==> config.mk <==
export PLATFORM = sky130hd
export DESIGN_NAME = baud_tick_gen
export DESIGN_NICKNAME = d
export VERILOG_FILES = /design/src/rtl/baud_pkg.sv /design/src/rtl/baud_cfg_shadow.sv /design/src/rtl/baud_div_cnt.sv /design/src/rtl/baud_phase_cnt.sv /design/src/rtl/baud_tick_gen.sv
export SDC_FILE = /design/constraint.sdc
export NUM_CORES = 1
export LEC_CHECK = 0
export CAP_MARGIN = 20
export CORE_MARGIN = 10
export CORE_UTILIZATION = 55
export DETAILED_ROUTE_END_ITERATION = 8
export PLACE_DENSITY = 0.77
export SYNTH_ARGS = -nofsm -noshare
export SYNTH_HDL_FRONTEND = slang
export SYNTH_HIERARCHICAL = 1
export SYNTH_SLANG_ARGS = --single-unit
==> constraint.sdc <==
create_clock -name clk -period 6.5 [get_ports clk]
set_input_delay 0.65 -clock clk [delete_from_list [all_inputs] [get_ports clk]]
set_output_delay 0.65 -clock clk [all_outputs]
set_load 0.01 [all_outputs]
==> src/rtl/baud_pkg.sv <==
package baud_pkg;

  typedef enum logic {
    OS_X16 = 1'b0,
    OS_X13 = 1'b1
  } os_mode_e;

  // Final phase index for a given mode: ratio minus one.
  function automatic int unsigned phase_last(input logic mode,
                                             input int unsigned ratio_lo,
                                             input int unsigned ratio_hi);
    return (mode == OS_X13) ? (ratio_hi - 1) : (ratio_lo - 1);
  endfunction

endpackage

==> src/rtl/baud_cfg_shadow.sv <==
module baud_cfg_shadow #(
  parameter int DIV_W = 16
) (
  input  logic             clk,
  input  logic             rst_n,
  input  logic             load,
  input  logic [DIV_W-1:0] div_in,
  input  logic             mode_in,
  output logic [DIV_W-1:0] div_q,
  output logic             mode_q
);
  always_ff @(posedge clk) begin
    if (!rst_n) begin
      div_q  <= '0;
      mode_q <= 1'b0;
    end else if (load) begin
      div_q  <= div_in;
      mode_q <= mode_in;
    end
  end
endmodule

==> src/rtl/baud_div_cnt.sv <==
module baud_div_cnt #(
  parameter int DIV_W = 16
) (
  input  logic             clk,
  input  logic             rst_n,
  input  logic             run,
  input  logic [DIV_W-1:0] reload_val,
  output logic             tick
);
  logic [DIV_W-1:0] cnt_q;

  assign tick = run && (cnt_q == '0);

  always_ff @(posedge clk) begin
    if (!rst_n)
      cnt_q <= '0;
    else if (!run || tick)
      cnt_q <= reload_val;
    else
      cnt_q <= cnt_q - 1'b1;
  end
endmodule

==> src/rtl/baud_phase_cnt.sv <==
module baud_phase_cnt #(
  parameter int PH_W = 4
) (
  input  logic            clk,
  input  logic            rst_n,
  input  logic            run,
  input  logic            step,
  input  logic [PH_W-1:0] last,
  output logic [PH_W-1:0] phase,
  output logic            wrap
);
  assign wrap = step && (phase == last);

  always_ff @(posedge clk) begin
    if (!rst_n || !run)
      phase <= '0;
    else if (step)
      phase <= wrap ? '0 : phase + 1'b1;
  end
endmodule

==> src/rtl/baud_tick_gen.sv <==
module baud_tick_gen #(
  parameter int DIV_W    = 16,
  parameter int RATIO_LO = 16,
  parameter int RATIO_HI = 13
) (
  input  logic             clk,
  input  logic             rst_n,
  input  logic             en,
  input  logic [DIV_W-1:0] divisor,
  input  logic             os13,
  output logic             sample_tick,
  output logic             bit_tick
);
  import baud_pkg::*;

  localparam int RATIO_MAX = (RATIO_LO > RATIO_HI) ? RATIO_LO : RATIO_HI;
  localparam int PH_W      = (RATIO_MAX > 1) ? $clog2(RATIO_MAX) : 1;

  // Count start value for a divisor; zero maps to zero, the stop state handles it.
  function automatic logic [DIV_W-1:0] reload_of(input logic [DIV_W-1:0] n);
    return (n == '0) ? '0 : n - 1'b1;
  endfunction

  // Named internal events (also observed by the checker)
  logic [DIV_W-1:0] act_div;
  logic             act_mode;
  logic             act_zero;
  logic             run;
  logic             cfg_load;
  logic [PH_W-1:0]  phase;
  logic [PH_W-1:0]  phase_lim;
  logic [DIV_W-1:0] reload_val;
  logic             smp;
  logic             wrap;

  assign act_zero   = (act_div == '0);
  assign run        = en && !act_zero;
  assign cfg_load   = !run || wrap;
  assign reload_val = cfg_load ? reload_of(divisor) : reload_of(act_div);
  assign phase_lim  = PH_W'(phase_last(act_mode, RATIO_LO, RATIO_HI));

  baud_cfg_shadow #(.DIV_W(DIV_W)) u_cfg (
    .clk(clk), .rst_n(rst_n), .load(cfg_load),
    .div_in(divisor), .mode_in(os13),
    .div_q(act_div), .mode_q(act_mode)
  );

  baud_div_cnt #(.DIV_W(DIV_W)) u_div (
    .clk(clk), .rst_n(rst_n), .run(run),
    .reload_val(reload_val), .tick(smp)
  );

  baud_phase_cnt #(.PH_W(PH_W)) u_phase (
    .clk(clk), .rst_n(rst_n), .run(run), .step(smp),
    .last(phase_lim), .phase(phase), .wrap(wrap)
  );

  assign sample_tick = smp;
  assign bit_tick    = wrap;
endmodule

# Word-level counts from Yosys, hierarchy flattened
# Index checks and enable logic that the tools add are counted.
[op_classes]
add_sub_neg = 4
eq_ne = 1
mux = 6
reduce_logical = 12
[ops]
columns = ["op", "n"]
rows = [
  ["two-way mux 16 bit", 4],
  ["logical NOT 16 bit", 3],
  ["subtractor 16 x 1 -> 16 bit (second input constant)", 3],
  ["adder 4 x 1 -> 4 bit (second input constant)", 1],
  ["== test 4 bit", 1],
  ["two-way mux 4 bit", 1],
  ["logical AND 1 bit", 3],
  ["logical NOT 1 bit", 3],
  ["logical OR 1 bit", 3],
  ["two-way mux 2 bit", 1],
]
[word_totals]
reg_bits = 37
in_bits = 20
output_inout_bits = 2
wordCells = 27

# Logic depth before layout (Yosys ltp)
# Gate-level depths: netlist (run 1).
[logic_depth]
ltp_word = 8
mapped_depth = 16
ltp_nobuf = 13

# Hierarchy
# Netlist (run 1), hierarchy kept.
[modules_own_cells]
columns = ["module", "instances", "cells_per_inst", "area_each_um2"]
rows = [
  ["baud_div_cnt", 1, 102, 932.1],
  ["baud_tick_gen", 1, 111, 789.5],
  ["baud_cfg_shadow", 1, 54, 651.9],
  ["baud_phase_cnt", 1, 24, 244.0],
]

# Worst setup path after synthesis (run 1)
# OpenSTA, ideal clock, no wires.
[synth_timing]
path_kind = "register to register"
from = "register u_cfg.div_q[0]"
to = "register u_cfg.div_q[10]"
setup_ps = 116
arrival_ps = 3854
required_ps = 6384
path_slack_ps = 2530
stages_incl_launch_ff = 17
path_buffers = 5
path_cell_list = "dfxtp_1 -> inv_1 -> ha_1 -> nand4b_1 -> o21a_1 -> clkbuf_1 -> nor4b_1 -> and4_4 -> and2_2 -> nor2b_1 -> o21ai_1 -> buf_2 -> buf_4 -> buf_6 -> buf_12 -> mux2i_1 -> nor2b_1"
[synth_via]
elab_chain_cells = 6
word_cells_on_any_way = 7
classes_between = "reduce/logical: 7"
[synth_lines]
columns = ["item", "line", "text"]
rows = [
  ["start: declaration", "baud_cfg_shadow.sv:9", "output logic [DIV_W-1:0] div_q,"],
  ["start signal: assignment", "baud_cfg_shadow.sv:17", "div_q <= div_in;"],
  ["logical NOT 16 bit", "baud_tick_gen.sv:36", "assign act_zero = (act_div == '0);"],
  ["logical NOT 1 bit", "baud_tick_gen.sv:37", "assign run = en && !act_zero;"],
  ["logical AND 1 bit", "baud_tick_gen.sv:37", ""],
  ["via run", "baud_tick_gen.sv:28", "logic run;"],
  ["logical AND 1 bit", "baud_div_cnt.sv:12", "assign tick = run && (cnt_q == '0);"],
  ["via sample_tick", "baud_tick_gen.sv:11", "output logic sample_tick,"],
  ["logical AND 1 bit", "baud_phase_cnt.sv:12", "assign wrap = step && (phase == last);"],
  ["via bit_tick", "baud_tick_gen.sv:12", "output logic bit_tick"],
  ["logical OR 1 bit", "baud_tick_gen.sv:38", "assign cfg_load = !run || wrap;"],
  ["via cfg_load", "baud_tick_gen.sv:29", "logic cfg_load;"],
]
# The timed path passes the listed nets, and every way through them passes these cells.
# A chain may end at the register's enable or synchronous reset.

# Final worst setup path (run 1)
[layout_timing]
from = "register u_div.cnt_q[0]"
to = "output bit_tick"
[layout_via]
elab_chain_cells = 3
[layout_lines]
columns = ["item", "line", "text"]
rows = [
  ["start: declaration", "baud_div_cnt.sv:10", "logic [DIV_W-1:0] cnt_q;"],
  ["start signal: assignment", "baud_div_cnt.sv:18", "cnt_q <= reload_val;"],
  ["start signal: assignment", "baud_div_cnt.sv:20", "cnt_q <= cnt_q - 1'b1;"],
  ["logical NOT 16 bit", "baud_div_cnt.sv:12", ""],
  ["logical AND 1 bit", "baud_div_cnt.sv:12", ""],
  ["logical AND 1 bit", "baud_phase_cnt.sv:12", ""],
  ["end: declaration", "baud_tick_gen.sv:12", ""],
]
# Every way passes these cells.

==> flow_summary_export.csv, run 1 <==
group,metric,value,unit
outcome,run_status,"completed",
die,die_span_in_x,89.0,um
drt,vias_per_cell,5.90,
drt,drt_pre_antenna_iters,4,
timing,setup-tns-final,0,ps
global_routing,grt_remaining_overflow,0,
worst_setup_path,critPathKind,"flop to output pin",
cts,clk-insertion-delay-late,300,ps
final_layout,seq_area,741,um2
final_layout,final_cell_count_no_fill,369,
final_layout,layout.cells.most_common_list,"sky130_fd_sc_hd__dfxtp_1 (37), sky130_fd_sc_hd__xnor2_1 (24), sky130_fd_sc_hd__mux2i_1 (21), sky130_fd_sc_hd__clkdlybuf4s50_1 (21)",
timing,hold-worst-slack,537,ps
cts,cts-resized-gates,0,
placement,placement.io_buffers,21,
synth,synth-seq-area-share,0.283,
timing,layout_setup_ws,2560,ps
synth,synth_top_flop_cell,"sky130_fd_sc_hd__dfxtp_1",
timing,layout_worst_path_cycle_share,0.607,
die,die-area,7920,um2
synth,synth.ff_latch_count,37,
hold_path,worstHoldPathType,"flop to flop",
timing,grt_setup_unrepaired,"no",
cts,tritoncts,"yes",
timing,max-slew-margin-rel,0.484,
global_routing,wire_length_of_the_first_global_routing_pass,10.1,mm
power,p_per_area,217,nW/um2
worst_setup_path,worst_ep_required_time,5850,ps
worst_setup_path,path_max_fanout,7,
die,initial_utilization,0.562,
cts,cts-buffers-inserted,5,
placement,dp.final_hpwl,4.38,mm
timing,setup-violations-final,0,
synth,synth_edf_count,0,
cts,clock_tree.htree_level_count,2,
synth,synth_compound_gate_area_share,0.148,
synth,synth_xor_area_frac,0.144,
timing,maxSlewViolCount,0,
global_routing,grt_antenna_before_repair,0,
final_layout,layout-drive-gt1-share,0.0921,
placement,placed_cells_incl_taps,359,
placement,place_ws,1810,ps
drt,drt_first_iter_violations,90,
synth,yosys.cell_types.count,51,
cts,max-clock-path-buffers,2,
timing,finalHoldViolCount,0,
power,p_leak,1.06,nW
synth,post_synth_fa_ha_maj_area_fraction,0.0239,
drt,vias,2177,
hold_path,worstHoldPathCells,2,
final_layout,filler_cells,407,
timing,period_minus_slack,3940,ps
global_routing,via_count_of_the_first_global_routing_pass,2187,
final_layout,finalNetCount,339,
cts,cts_root_buffer,"sky130_fd_sc_hd__clkbuf_8",
cts,post-cts-setup-buffer-count,0,
cts,clk_transition_reported_paths,80,ps
drt,route.detailed.drc,0,
final_layout,antenna_cells_inserted,0,
die,core,4660,um2
final_layout,layout-area-overhead-vs-synth,13.1,%
placement,routabilityCongestion,0.880,
synth,synth-simple-area-share,0.278,
timing,maxClockFrequency,254,MHz
timing,worst-slew-pin-transition,768,ps
synth,largest_family_of_logic_cells_by_synthesized_area,"simple AND/OR/NAND/NOR gates",
synth,yosys-mux-area-fraction,0.0803,
synth,yosys_warnings,6,
synth,synth.avg_cell_area,8.99,um2
cts,cts_hold_repair.buffers,0,
global_routing,grt_usage,0.160,
die,die_h,89.0,um
cts,clock_sinks,37,
drt,drt-wirelength-per-cell,16.1,um
synth,mappedNetlistArea,2620,um2
power,power.ir.vdd_worst,0.104,mV
final_layout,layout.cells.most_common,"sky130_fd_sc_hd__dfxtp_1",
drt,detail_route.wirelength,5.94,mm
timing,clock-skew-final,6.64,ps
drt,postRouteAntennaNets,0,
worst_setup_path,start_kind,"flop",
worst_setup_path,sort_of_element_at_the_end_of_the_critical_path,"output pin",
final_layout,multi_input_area,1790,um2
flow_run,max-cap-violations,0,
worst_setup_path,timing.critical_path.arrival,3290,ps
power,total_power,642,uW
synth,gate_count_post_synth,291,
synth,synth-async-reset-ratio,0,
global_routing,grt_start_max_net_pins,37,
die,floorplan.rows,25,
worst_setup_path,ff2ff_path_depth,15,
die,pin_count,22,
[path summary, 6_finish.rpt]
check | from | end | slack, ps
worst min-delay path | u_div/cnt_q[6] | u_div/cnt_q[6] | 540
worst max register to register | u_div/cnt_q[0] | u_div/cnt_q[2] | 2600
worst min register to register | u_div/cnt_q[6] | u_div/cnt_q[6] | 540
worst max-delay path | u_div/cnt_q[0] | bit_tick | 2560
[stage by stage]
stage | instance area [um2] | utilization
detailed placement | 2850 | 0.611
finish | 2960 | 0.635
global route | 2960 | 0.635
CTS | 2930 | 0.628
global placement | 2850 | 0.611
floorplan | 2630 | -
[where the power goes]
group	total [mW]	internal (mW)	switching, mW
registers	0.277	0.248	0.0292
logic	0.202	0.0951	0.107
clock network	0.162	0.0744	0.0880
[state kept, by name (all words and copies together) (netlist names)]
name,flops
u_cfg/div_q,16
u_div/cnt_q,16
u_phase/phase,4
u_cfg/mode_q,1
[synth_stat cells (all sizes together) (7+ instances only)]
cell    count  area, um2
mux2i      21        210
nor2b      19        119
a21oi      17       85.1
xnor2      24        210
nand2      12       45.0
a211oi     14        105
nand4       7       65.1
nor3        9       45.0
dfxtp      37        741
inv         8       30.0
xor2       19        166
nor4       10        129
nand3       8       45.0
nor2       16       60.1
o22ai      13       87.6
[routing by layer]
layer  wire length, um  track usage  up-vias
met2              2850        0.266       51
met4               102       0.0708        0
met5                 0            0        -
li1                  -            -     1111
met3               224       0.0237        8
met1              2770        0.199     1007
[worst max-delay path, cell delays in order (launching register included)]
cell and delay [ps]:
sky130_fd_sc_hd__dfxtp_1 340, sky130_fd_sc_hd__inv_1 80, sky130_fd_sc_hd__ha_1 200, sky130_fd_sc_hd__nor3b_2 530, sky130_fd_sc_hd__nand3_1 130, sky130_fd_sc_hd__nor4b_1 490
sky130_fd_sc_hd__clkbuf_2 260, sky130_fd_sc_hd__and4_4 250, sky130_fd_sc_hd__and2_2 150, sky130_fd_sc_hd__clkdlybuf4s50_1 560
[cells by family (layout without fill, tap and decap cells)]
| logic type | Yosys count | count (layout) |
|---|---|---|
| simple gates | 107 | 107 |
| compound gates | 58 | 58 |
| xor+xnor | 43 | 43 |
| flops | 37 | 37 |
| mux | 21 | 21 |
| buf+inv | 19 | 40 |
| fa+ha+maj | 5 | 5 |
| other cells | 1 | 4 |
[layout make-up]
| type | count | share of cell area |
|---|---|---|
| multi-input cells | 238 | 0.605 |
| flip-flops and latches | 37 | 0.250 |
| repair buffers | 24 | 0.0845 |
| clock buffers | 6 | 0.0245 |
| well taps | 54 | 0.0228 |
| inverters | 8 | 0.0101 |
| clock inverters | 2 | 0.00338 |
Power figures use the tool's default switching activity.
==> run 2: changes to the inputs <==
- clock period: 6.5 -> 3.8 ns (I/O delays scaled with it)
==> run 2 against run 1 <==
Compared with the run above:
- critical path type is now flop to flop
- worst hold slack worse by 14 ps
- sequential share of layout area shrank 0.20 points
- total power increased by 70%
- clock skew decreased by 2.8 ps
- worst setup slack worse by 2000 ps
- critical endpoint is now u_div/cnt_q[0]
==> flow_summary_export.csv, run 2 (synthesized netlist as in run 1, its figures left out) <==
group,metric,value,unit
global_routing,grt_start_max_net_pins,23,
worst_setup_path,critical_path.cell_chain,"nor4_1 -> nand3b_1 -> o21a_1 -> nor4b_2 -> and4_4 -> and2_2 -> nor2b_1 -> o21ai_4 -> buf_4 -> o22ai_1 -> a21bo_2 -> a21oi_1",
die,initial_utilization,0.562,
timing,maxClockFrequency,307,MHz
die,core,4660,um2
final_layout,finalNetCount,344,
global_routing,grt_antenna_before_repair,0,
worst_setup_path,critPathKind,"flop to flop",
final_layout,final_cell_count_no_fill,374,
timing,grt_setup_unrepaired,"no",
timing,worst-slew-pin-transition,546,ps
cts,cts-resized-gates,0,
power,p_per_area,365,nW/um2
worst_setup_path,regToRegSetupSlack,540,ps
cts,post-cts-setup-buffer-count,0,
flow_run,max-cap-violations,0,
placement,placement.io_buffers,21,
die,floorplan.rows,25,
die,pin_count,22,
final_layout,layout-drive-gt1-share,0.103,
worst_setup_path,start_kind,"flop",
worst_setup_path,max_stage_delay,540,ps
placement,routabilityCongestion,0.851,
cts,cts_hold_repair.buffers,0,
worst_setup_path,crit_path_buffers_inverters,1,
drt,drt-wirelength-per-cell,15.8,um
timing,layout_worst_path_cycle_share,0.858,
global_routing,grt.met3_usage,0.0419,
cts,clock_tree.htree_level_count,2,
cts,max-clock-path-buffers,2,
placement,dp.final_hpwl,4.47,mm
worst_setup_path,sort_of_element_at_the_end_of_the_critical_path,"flop",
drt,postRouteAntennaNets,0,
timing,finalHoldViolCount,0,
timing,clock-skew-final,3.81,ps
global_routing,grt_usage,0.157,
drt,drt_first_iter_violations,88,
global_routing,globalRoute.busiestLayer,"met2",
cts,tritoncts,"yes",
timing,period_minus_slack,3260,ps
placement,placed_cells_incl_taps,366,
cts,clk-insertion-delay-late,290,ps
die,die-area,7920,um2
global_routing,globalRouteMet2Util,0.245,
final_layout,largest_registers,"u_cfg/div_q x16, u_div/cnt_q x16, u_phase/phase x4",
worst_setup_path,timing.critical_path.arrival,3480,ps
cts,cts-buffers-inserted,5,
worst_setup_path,critical_path.reg2reg.endpoint,"u_div/cnt_q[0]",
drt,vias_per_cell,5.80,
global_routing,via_count_of_the_first_global_routing_pass,2146,
timing,setup-violations-final,0,
cts,clk_transition_reported_paths,70,ps
global_routing,grt_remaining_overflow,0,
timing,max-slew-margin-rel,0.632,
timing,setup-tns-final,0,ps
worst_setup_path,worst_ep_required_time,4020,ps
hold_path,worstHoldPathCells,2,
final_layout,antenna_cells_inserted,0,
worst_setup_path,critical_path.slowest_cell,"sky130_fd_sc_hd__nor4_1",
worst_setup_path,critical-path-top-delay-family,"simple AND/OR/NAND/NOR gates",
worst_setup_path,path_max_fanout,22,
drt,detail_route.wirelength,5.91,mm
final_layout,layout.cells.most_common_list,"sky130_fd_sc_hd__dfxtp_1 (37), sky130_fd_sc_hd__xnor2_1 (24), sky130_fd_sc_hd__mux2i_1 (21), sky130_fd_sc_hd__clkdlybuf4s50_1 (21)",
cts,cts_root_buffer,"sky130_fd_sc_hd__clkbuf_8",
die,die_h,89.0,um
final_layout,layout.cells.most_common,"sky130_fd_sc_hd__dfxtp_1",
timing,hold-worst-slack,523,ps
worst_setup_path,ff2ff_path_depth,12,
outcome,run_status,"completed",
global_routing,grt_util_met1,0.202,
hold_path,timing.hold.worst.start,"u_cfg/mode_q",
worst_setup_path,r2r-start,"u_cfg/div_q[8]",
hold_path,worstHoldPathType,"flop to flop",
final_layout,layout-area-overhead-vs-synth,14.1,%
timing,maxSlewViolCount,0,
hold_path,hold_end,"u_cfg/mode_q",
global_routing,wire_length_of_the_first_global_routing_pass,9.96,mm
power,total_power,1.09,mW
drt,drt_pre_antenna_iters,4,
drt,vias,2171,
cts,clock_sinks,37,
drt,route.detailed.drc,0,
die,die_span_in_x,89.0,um
power,p_leak,1.07,nW
power,power.ir.vdd_worst,0.217,mV
[run 2: where the power goes]
group          total, mW  internal, mW  leakage (nW)  switching, mW
registers          0.476         0.424         0.306         0.0511
clock network      0.266         0.130        0.0395          0.135
logic              0.349         0.169         0.729          0.180
total               1.09         0.723          1.07          0.366
[run 2: worst max-delay path by stage]
stage	cells past startpoint	end	slack, ps	startpoint
finish	12	u_div/cnt_q[0]	540	u_cfg/div_q[8]
global route	12	u_div/cnt_q[2]	260	u_cfg/div_q[8]
CTS	12	u_div/cnt_q[0]	560	u_cfg/div_q[8]
detailed placement	12	u_div/cnt_q[0]	590	u_cfg/div_q[8]
global placement	12	u_div/cnt_q[4]	670	u_cfg/div_q[8]
floorplan	16	u_cfg/div_q[10]	300	u_cfg/div_q[0]
[run 2: tightest hold or removal path: cells and delay by family, from the launching register on]
| kind | cells | cell delay, ps |
|---|---|---|
| muxes | 1 | 70 |
| and+or+nand+nor | 1 | 90 |
| DFF | 1 | 330 |
[run 2: through the flow]
step                      utilization  instance area (um2)  setup slack (ps)
after floorplan                     -                 2640               296
after global placement          0.623                 2910               668
after detailed placement        0.623                 2910               586
after CTS                       0.641                 2990               557
after global routing            0.641                 2990               261
final                           0.641                 2990               539
[run 2: cell type report]
| class | instances | area (um2) |
|---|---|---|
| well taps | 54 | 67.6 |
| multi-input cells | 238 | 1800 |
| clock buffers | 8 | 80.1 |
| inverters | 8 | 30.0 |
| repair buffers | 29 | 270 |
| fillers | 371 | 1680 |
| flip-flops and latches | 37 | 741 |
[run 2: metal layers]
metal / vias up / share of wire
met2: 43 / 0.46
met4: 0 / 0.020
met1: 994 / 0.48
met5: - / 0
li1: 1123 / -
met3: 11 / 0.045
